<file path="src/rtl/simd_pkg.sv">
package simd_pkg;
  typedef enum logic [3:0] {
    OP_SUB_B  = 4'd0,
    OP_SUB_H  = 4'd1,
    OP_SUB_W  = 4'd2,
    OP_AND    = 4'd3,
    OP_OR     = 4'd4,
    OP_XOR    = 4'd5,
    OP_NOR    = 4'd6,
    OP_HBCAST = 4'd7,
    OP_CPY_LO = 4'd8,
    OP_CPY_HI = 4'd9,
    OP_ILV_UW = 4'd10
  } simd_op_e;

  localparam int unsigned OP_LAST = 10;

  typedef enum logic [1:0] {
    LG_AND = 2'd0,
    LG_OR  = 2'd1,
    LG_XOR = 2'd2,
    LG_NOR = 2'd3
  } logic_fn_e;

  typedef enum logic [1:0] {
    PM_HBCAST = 2'd0,
    PM_CPY_LO = 2'd1,
    PM_CPY_HI = 2'd2,
    PM_ILV_UW = 2'd3
  } perm_fn_e;
endpackage

</file>
<file path="src/rtl/simd_lane_sub.sv">
module simd_lane_sub #(
  parameter int unsigned DATA_W = 128,
  parameter int unsigned LANE_W = 8
) (
  input  logic [DATA_W-1:0] a,
  input  logic [DATA_W-1:0] b,
  output logic [DATA_W-1:0] diff
);
  localparam int unsigned N_LANES = DATA_W / LANE_W;

  // One subtractor per lane: a borrow can never leave its lane.
  for (genvar i = 0; i < N_LANES; i++) begin : g_lane
    assign diff[i*LANE_W +: LANE_W] = a[i*LANE_W +: LANE_W] - b[i*LANE_W +: LANE_W];
  end
endmodule

</file>
<file path="src/rtl/simd_bitwise.sv">
module simd_bitwise
  import simd_pkg::*;
#(
  parameter int unsigned DATA_W = 128
) (
  input  logic_fn_e         fn,
  input  logic [DATA_W-1:0] a,
  input  logic [DATA_W-1:0] b,
  output logic [DATA_W-1:0] y
);
  always_comb begin
    unique case (fn)
      LG_AND:  y = a & b;
      LG_OR:   y = a | b;
      LG_XOR:  y = a ^ b;
      default: y = ~(a | b);
    endcase
  end
endmodule

</file>
<file path="src/rtl/simd_permute.sv">
module simd_permute
  import simd_pkg::*;
#(
  parameter int unsigned DATA_W = 128
) (
  input  perm_fn_e          fn,
  input  logic [DATA_W-1:0] a,
  input  logic [DATA_W-1:0] b,
  output logic [DATA_W-1:0] y
);
  localparam int unsigned HALF_W = DATA_W / 2;
  localparam int unsigned WORD_W = HALF_W / 2;
  localparam int unsigned HW_W   = HALF_W / 4;

  logic [DATA_W-1:0] bcast;

  // Halfword 0 of each half of b fills that same half.
  for (genvar h = 0; h < 2; h++) begin : g_half
    assign bcast[h*HALF_W +: HALF_W] = {4{b[h*HALF_W +: HW_W]}};
  end

  always_comb begin
    unique case (fn)
      PM_HBCAST: y = bcast;
      PM_CPY_LO: y = {a[HALF_W-1:0], b[HALF_W-1:0]};
      PM_CPY_HI: y = {b[DATA_W-1:HALF_W], a[DATA_W-1:HALF_W]};
      default:   y = {a[HALF_W+WORD_W +: WORD_W], b[HALF_W+WORD_W +: WORD_W],
                      a[HALF_W +: WORD_W], b[HALF_W +: WORD_W]};
    endcase
  end
endmodule

</file>
<file path="src/rtl/simd_exec_unit.sv">
module simd_exec_unit
  import simd_pkg::*;
#(
  parameter int unsigned DATA_W = 128,
  parameter int unsigned IDX_W  = 5,
  parameter int unsigned OP_W   = 4
) (
  input  logic              clk,
  input  logic              rst,
  input  logic              in_valid,
  input  logic [OP_W-1:0]   op_sel,
  input  logic [IDX_W-1:0]  dst_idx,
  input  logic [DATA_W-1:0] rs_data,
  input  logic [DATA_W-1:0] rt_data,
  input  logic              rs_zero,
  input  logic              rt_zero,
  output logic              res_valid,
  output logic [IDX_W-1:0]  res_rd,
  output logic [DATA_W-1:0] res_data,
  output logic              wb_en
);
  localparam int unsigned BYTE_W = 8;
  localparam int unsigned HW_W   = DATA_W / 8;
  localparam int unsigned WORD_W = DATA_W / 4;

  logic [DATA_W-1:0] opa, opb;
  logic [DATA_W-1:0] sub_b, sub_h, sub_w, lg_y, pm_y;
  logic [DATA_W-1:0] res_d;
  logic              op_known;
  logic_fn_e         lg_fn;
  perm_fn_e          pm_fn;

  assign opa = rs_zero ? '0 : rs_data;
  assign opb = rt_zero ? '0 : rt_data;

  simd_lane_sub #(.DATA_W(DATA_W), .LANE_W(BYTE_W)) u_sub_b (.a(opa), .b(opb), .diff(sub_b));
  simd_lane_sub #(.DATA_W(DATA_W), .LANE_W(HW_W))   u_sub_h (.a(opa), .b(opb), .diff(sub_h));
  simd_lane_sub #(.DATA_W(DATA_W), .LANE_W(WORD_W)) u_sub_w (.a(opa), .b(opb), .diff(sub_w));

  always_comb begin
    unique case (op_sel)
      OP_OR:   lg_fn = LG_OR;
      OP_XOR:  lg_fn = LG_XOR;
      OP_NOR:  lg_fn = LG_NOR;
      default: lg_fn = LG_AND;
    endcase
    unique case (op_sel)
      OP_CPY_LO: pm_fn = PM_CPY_LO;
      OP_CPY_HI: pm_fn = PM_CPY_HI;
      OP_ILV_UW: pm_fn = PM_ILV_UW;
      default:   pm_fn = PM_HBCAST;
    endcase
  end

  simd_bitwise #(.DATA_W(DATA_W)) u_logic (.fn(lg_fn), .a(opa), .b(opb), .y(lg_y));
  simd_permute #(.DATA_W(DATA_W)) u_perm  (.fn(pm_fn), .a(opa), .b(opb), .y(pm_y));

  always_comb begin
    op_known = 1'b1;
    case (op_sel)
      OP_SUB_B:                       res_d = sub_b;
      OP_SUB_H:                       res_d = sub_h;
      OP_SUB_W:                       res_d = sub_w;
      OP_AND, OP_OR, OP_XOR, OP_NOR:  res_d = lg_y;
      OP_HBCAST, OP_CPY_LO,
      OP_CPY_HI, OP_ILV_UW:           res_d = pm_y;
      default: begin
        res_d    = '0;
        op_known = 1'b0;
      end
    endcase
  end

  always_ff @(posedge clk) begin
    if (rst) begin
      res_valid <= 1'b0;
      wb_en     <= 1'b0;
      res_rd    <= '0;
      res_data  <= '0;
    end else begin
      res_valid <= in_valid;
      wb_en     <= in_valid && op_known && (dst_idx != '0);
      if (in_valid) begin
        res_rd   <= dst_idx;
        res_data <= res_d;
      end
    end
  end
endmodule

</file>
<file path="config.mk">
export PLATFORM = sky130hd
export DESIGN_NAME = simd_exec_unit
export DESIGN_NICKNAME = d
export VERILOG_FILES = /design/src/rtl/simd_pkg.sv /design/src/rtl/simd_lane_sub.sv /design/src/rtl/simd_bitwise.sv /design/src/rtl/simd_permute.sv /design/src/rtl/simd_exec_unit.sv
export SDC_FILE = /design/constraint.sdc
export NUM_CORES = 2
export LEC_CHECK = 0
export BUFFER_PORTS_ARGS = -buffer_cell sky130_fd_sc_hd__buf_2
export CORE_MARGIN = 4
export CORE_UTILIZATION = 40
export CTS_CLUSTER_DIAMETER = 60
export DETAILED_ROUTE_END_ITERATION = 8
export SKIP_LAST_GASP = 1
export SYNTH_ARGS = -nofsm -noshare
export SYNTH_HDL_FRONTEND = slang
export SYNTH_SLANG_ARGS = --single-unit
</file>
<file path="constraint.sdc">
create_clock -name clk -period 4 [get_ports clk]
set_input_delay 0.6 -clock clk [delete_from_list [all_inputs] [get_ports clk]]
set_output_delay 0.6 -clock clk [all_outputs]
set_load 0.05 [all_outputs]
</file>
# Word-level counts from Yosys, hierarchy flattened
# Index checks and enable logic that the tools add are counted.
# op_classes
add_sub_neg,28
multipliers,0
div,0
magnitude_cmp,0
n_eq_ne,14
n_shift,0
n_mux,8
bitwise_logic,4
reduce_logical,9
# ops
operator,count
$pmux W128 S3,2
$pmux W128 S5,1
$mux W128,2
$and A128 B128 Y128,1
$not A128 Y128,1
$or A128 B128 Y128,1
$sub A16 B16 Y16,8
$sub A32 B32 Y32,4
$sub A8 B8 Y8,16
$xor A128 B128 Y128,1
$eq A4 B3 Y1 const B,4
$eq A4 B4 Y1 const B,3
$pmux W2 S3,2
$reduce_or A11 Y1,1
$eq A4 B2 Y1 const B,2
$reduce_or A4 Y1,2
$reduce_bool A5 Y1,1
$eq A2 B1 Y1 const B,2
$eq A2 B2 Y1 const B,2
$eq A4 B1 Y1 const B,1
$logic_not A2 Y1,2
$logic_not A4 Y1,1
$logic_and A1 B1 Y1,2
$mux W1,1
# word_totals
ff_bits,135
latchBits,0
ram_bits,0
rom_bits,0
inputBits,270
output_inout_bits,135
wordCells,67
memories,0

# Longest topological paths before layout
# logic_depth
word_depth,5
mapped_depth,16
ltp_nobuf,15

# Modules after synthesis
# From an unflattened synthesis, not the netlist that was laid out.
# unflattened
hier_cells,5539
area_unflattened_um2,43107.6
# by_module_without_submodules
module,instances,cells_each,area_per_inst_um2
simd_exec_unit,1,1431,13282.7
simd_bitwise,1,1223,8579.5
simd_lane_sub (u_sub_w),1,1018,6855.3
simd_lane_sub (u_sub_h),1,905,6242.2
simd_lane_sub (u_sub_b),1,738,5076.1
simd_permute,1,224,3071.7

# Worst setup path after synthesis
# Ideal clock, no wire load.
# synth_path
path_kind,input-to-reg
startpoint,input rs_zero
endpoint,register res_data[61]
setup_time_ns,0.140
t_arrival_ns,3.838
t_required_ns,3.860
setup_slack_ns,0.023
cell_stages,14
n_path_buf,3
cell_sequence,clkbuf_1 clkbuf_1 clkbuf_1 and2b_1 ha_1 a2111oi_2 inv_1 o2111ai_2 a21oi_2 or4b_4 a31oi_2 o22ai_1 a2111oi_2 a311oi_1
# synth_via
elab_chain_cells,5
elab_cells_between_ends,11
cone_classes,add/sub (3); mux (4); bitwise (4)
# synth_rtl
item,line,text
"start, declared",simd_exec_unit.sv:15,"input logic rs_zero,"
$mux W128 *,simd_exec_unit.sv:33,assign opa = rs_zero ? '0 : rs_data;
"parallel branches: the longest is 3 deep, another holds $sub A32 B32 Y32",-,
$pmux W128 S5 *,simd_exec_unit.sv:60,case (op_sel)
"end signal, assigned",simd_exec_unit.sv:85,res_data <= res_d;
"end, declared",simd_exec_unit.sv:19,"output logic [DATA_W-1:0] res_data,"
# Mark *: on every way between the ends.
# A chain may end at the register's enable or synchronous reset.

# Final worst setup path
# layout_path
startpoint,input rs_zero
endpoint,register res_data[95]
# Same word-level chain as after synthesis.

==> out/results.tsv <==
metric	value	unit
status	finished, final reports clean	
r2r-end	res_data[89]	
clkSinkCount	135	
setup_tns	0	ns
hold_viol_final	0	
p_leak	17.1	nW
grt_setup_unrepaired	false	
dp_hpwl	150000	um
yosysSeqAreaShare	0.0944	
synth_cells	4167	
grt_usage	0.477	
grt_pass1_vias	36306	
rr_startpoint	res_data[89]	
multi_input_area	0.0235	mm2
final_layout_size_suffix_gt1_frac	0.242	
min_to	res_rd[4]	
h-tree-depth	4	
critical_path_arrival	4.36	ns
vias_per_cell	6.56	
wl_per_cell	32.0	um
hp-class	input pin to register	
holdPathStages	3	
p_per_area	240	mW/mm2
ys.flop_type	dfxtp_1	
clk_latency	0.51	ns
finalCriticalPeriod	3.94	ns
skew	0	ns
hold-worst-slack	0.358	ns
portBuffers	404	
avgSynthCellArea	6.87	um2
post-route-period-util	0.985	
peakVddDrop	0.255	mV
register_area	0.00270	mm2
drtIter0Drc	5054	
path_clk_slew	0.08	ns
required	4.42	ns
holdCritStartpoint	dst_idx[4]	
syn_nets	4829	
dieWidth	275	um
cts.path.max_buffers	2	
timing.fmax	254	MHz
cts_tree	built	
place.gp.congestion	1.08	
cts_hold_repair.buffers	0	
synth_edf_count	0	
layout_setup_ws	0.0616	ns
post_cts_buffers	0	
cp-end-kind	register	
initial_core_util	0.406	
final_nets	5610	
via_count	38749	
numCtsBuffers	17	
synth_warnings	0	
clockRootBuffer	clkbuf_16	
max_slew.worst_pin.slew	1.17	ns
ys_types	87	
antenna_left	0	
cts_resized	0	
place_worst_setup_slack	-0.356	ns
design_area	0.0368	mm2
rows	97	
placed_cell_area	0.0361	mm2
die_h	275	um
r2r_slack	2.28	ns
grt_max_degree	72	
netlist_area	0.0286	mm2
maxCapViolCount	0	
core_area	0.0705	mm2
antenna_found_initial	12	
firstDrtPassIters	6	
syn_to_final_growth	28.5	%
reg2reg_depth	5	
io_pins	405	
critPathLaunchType	input pin	
grt_overflow	0	
yosys_register_bits	135	
critPathMaxFanout	14	
route.detailed.drc	0	
slew_viol_final	0	
synthArstFlopShare	0	
setup_viol	0	
criticalPathCategory	input pin to register	
die_area	0.0759	mm2
nFillCells	7155	
grt_pass1_wl	263000	um
wl	189000	um
slew_headroom	0.217	
## worst max-delay path, stage by stage
cell and delay (ns):
buf_4 0.14, inv_1 0.17, buf_4 0.32, nand2_1 0.17, ha_1 0.34, buf_4 0.16, a2111o_1 0.35, a2111oi_2 0.46
o31ai_1 0.16, and2_1 0.30, o21ai_0 0.55, buf_4 0.24, a21oi_1 0.08, xnor2_1 0.13, a22o_1 0.17
## metal layers
| metal | share of wire | track usage | routed length (um) | vias to the layer above |
|---|---|---|---|---|
| met2 | 0.41 | 0.709 | 77500 | 2827 |
| met5 | 0.00043 | 0 | 82 | - |
| met4 | 0.087 | 0.337 | 16500 | 12 |
| met3 | 0.12 | 0.120 | 22100 | 748 |
| met1 | 0.38 | 0.602 | 72700 | 18368 |
| li1 | - | - | - | 16794 |
## power breakdown
group / internal [W] / switching, W
combinational: 0.00201 / 0.00345
sequential: 0.00141 / 0.0000571
clock: 0.000989 / 0.000912
total: 0.00441 / 0.00442
## sequential cells by signal, summed over array words and instances (netlist names)
register and cells:
res_valid 1, wb_en 1, res_data 128, res_rd 5
## how the worst max path moves through the flow
stage	from	endpoint	slack, ns
after global routing	rs_zero	res_data[95]	0.05
after CTS	rs_zero	res_data[95]	0.16
after global placement	rs_zero	res_data[95]	-0.42
final	rs_zero	res_data[95]	0.06
after detailed placement	rs_zero	res_data[95]	-0.36
after floorplan	rs_zero	res_data[61]	0.02
## kinds of logic after synthesis
kind of cell	Yosys count	synth area share
AO/OA/AOI/OAI	1612	0.367
buffers and inverters	660	0.0892
AND/OR/NAND/NOR	1131	0.196
flip-flops	135	0.0944
XOR/XNOR	107	0.0328
adder cells (fa/ha/maj)	392	0.175
multiplexers	130	0.0456
## final cells by class
class	instances	area share
Multi-Input combinational cell	3372	0.639
Timing Repair Buffer	1111	0.207
Sequential cell	135	0.0735
Tap cell	940	0.0320
Inverter	311	0.0319
Clock buffer	18	0.0117
Clock inverter	13	0.00470
Antenna cell	8	0.000544
## layout by cell type (no fill, tap or decap), types with 10 or more instances in the layout
cell	n
o22ai_1	103
o211ai_1	31
nand2_1	282
o221ai_1	128
or3_1	48
nor2_1	252
a211oi_1	42
xor2_1	44
inv_1	309
mux2i_1	126
o22a_1	12
nor2b_1	164
dfxtp_1	135
fa_1	14
a221o_1	17
a21oi_1	398
o21bai_1	25
xnor2_1	63
ha_1	378
buf_12	20
and2b_1	11
clkbuf_16	17
a311oi_1	10
buf_2	399
a21o_1	46
a22o_1	27
a31oi_1	31
nor3_1	101
nand2b_1	124
o21ai_0	401
o21a_1	37
nand4_1	39
a22oi_1	86
nand3_1	39
a221oi_1	84
buf_4	690
o32ai_1	10
o31ai_1	26
## Yosys cell counts (all sizes together) (103+ instances only)
library cell	instances	area, um2
o21ai	406	2030
ha	378	4730
nor2b	167	1040
nor2	260	976
nand2b	127	795
dfxtp	135	2700
nor3	106	546
o221ai	128	1120
mux2i	127	1270
inv	310	1160
a21oi	400	2010
clkbuf	266	998
o22ai	103	644
nand2	283	1060
## metrics by stage
| stage | cells | power [W] | utilization |
|---|---|---|---|
| 3_3_place_gp | 5869 | 0.00674 | 0.513 |
| 6_report | 5908 | 0.00883 | 0.521 |
| 3_5_place_dp | 5869 | 0.00673 | 0.513 |
| 5_1_grt | 5901 | 0.00912 | 0.521 |
| 2_1_floorplan | 4167 | 0.00436 | - |
| 4_1_cts | 5900 | 0.00863 | 0.521 |
No activity file was read; power rests on OpenSTA's default activity.
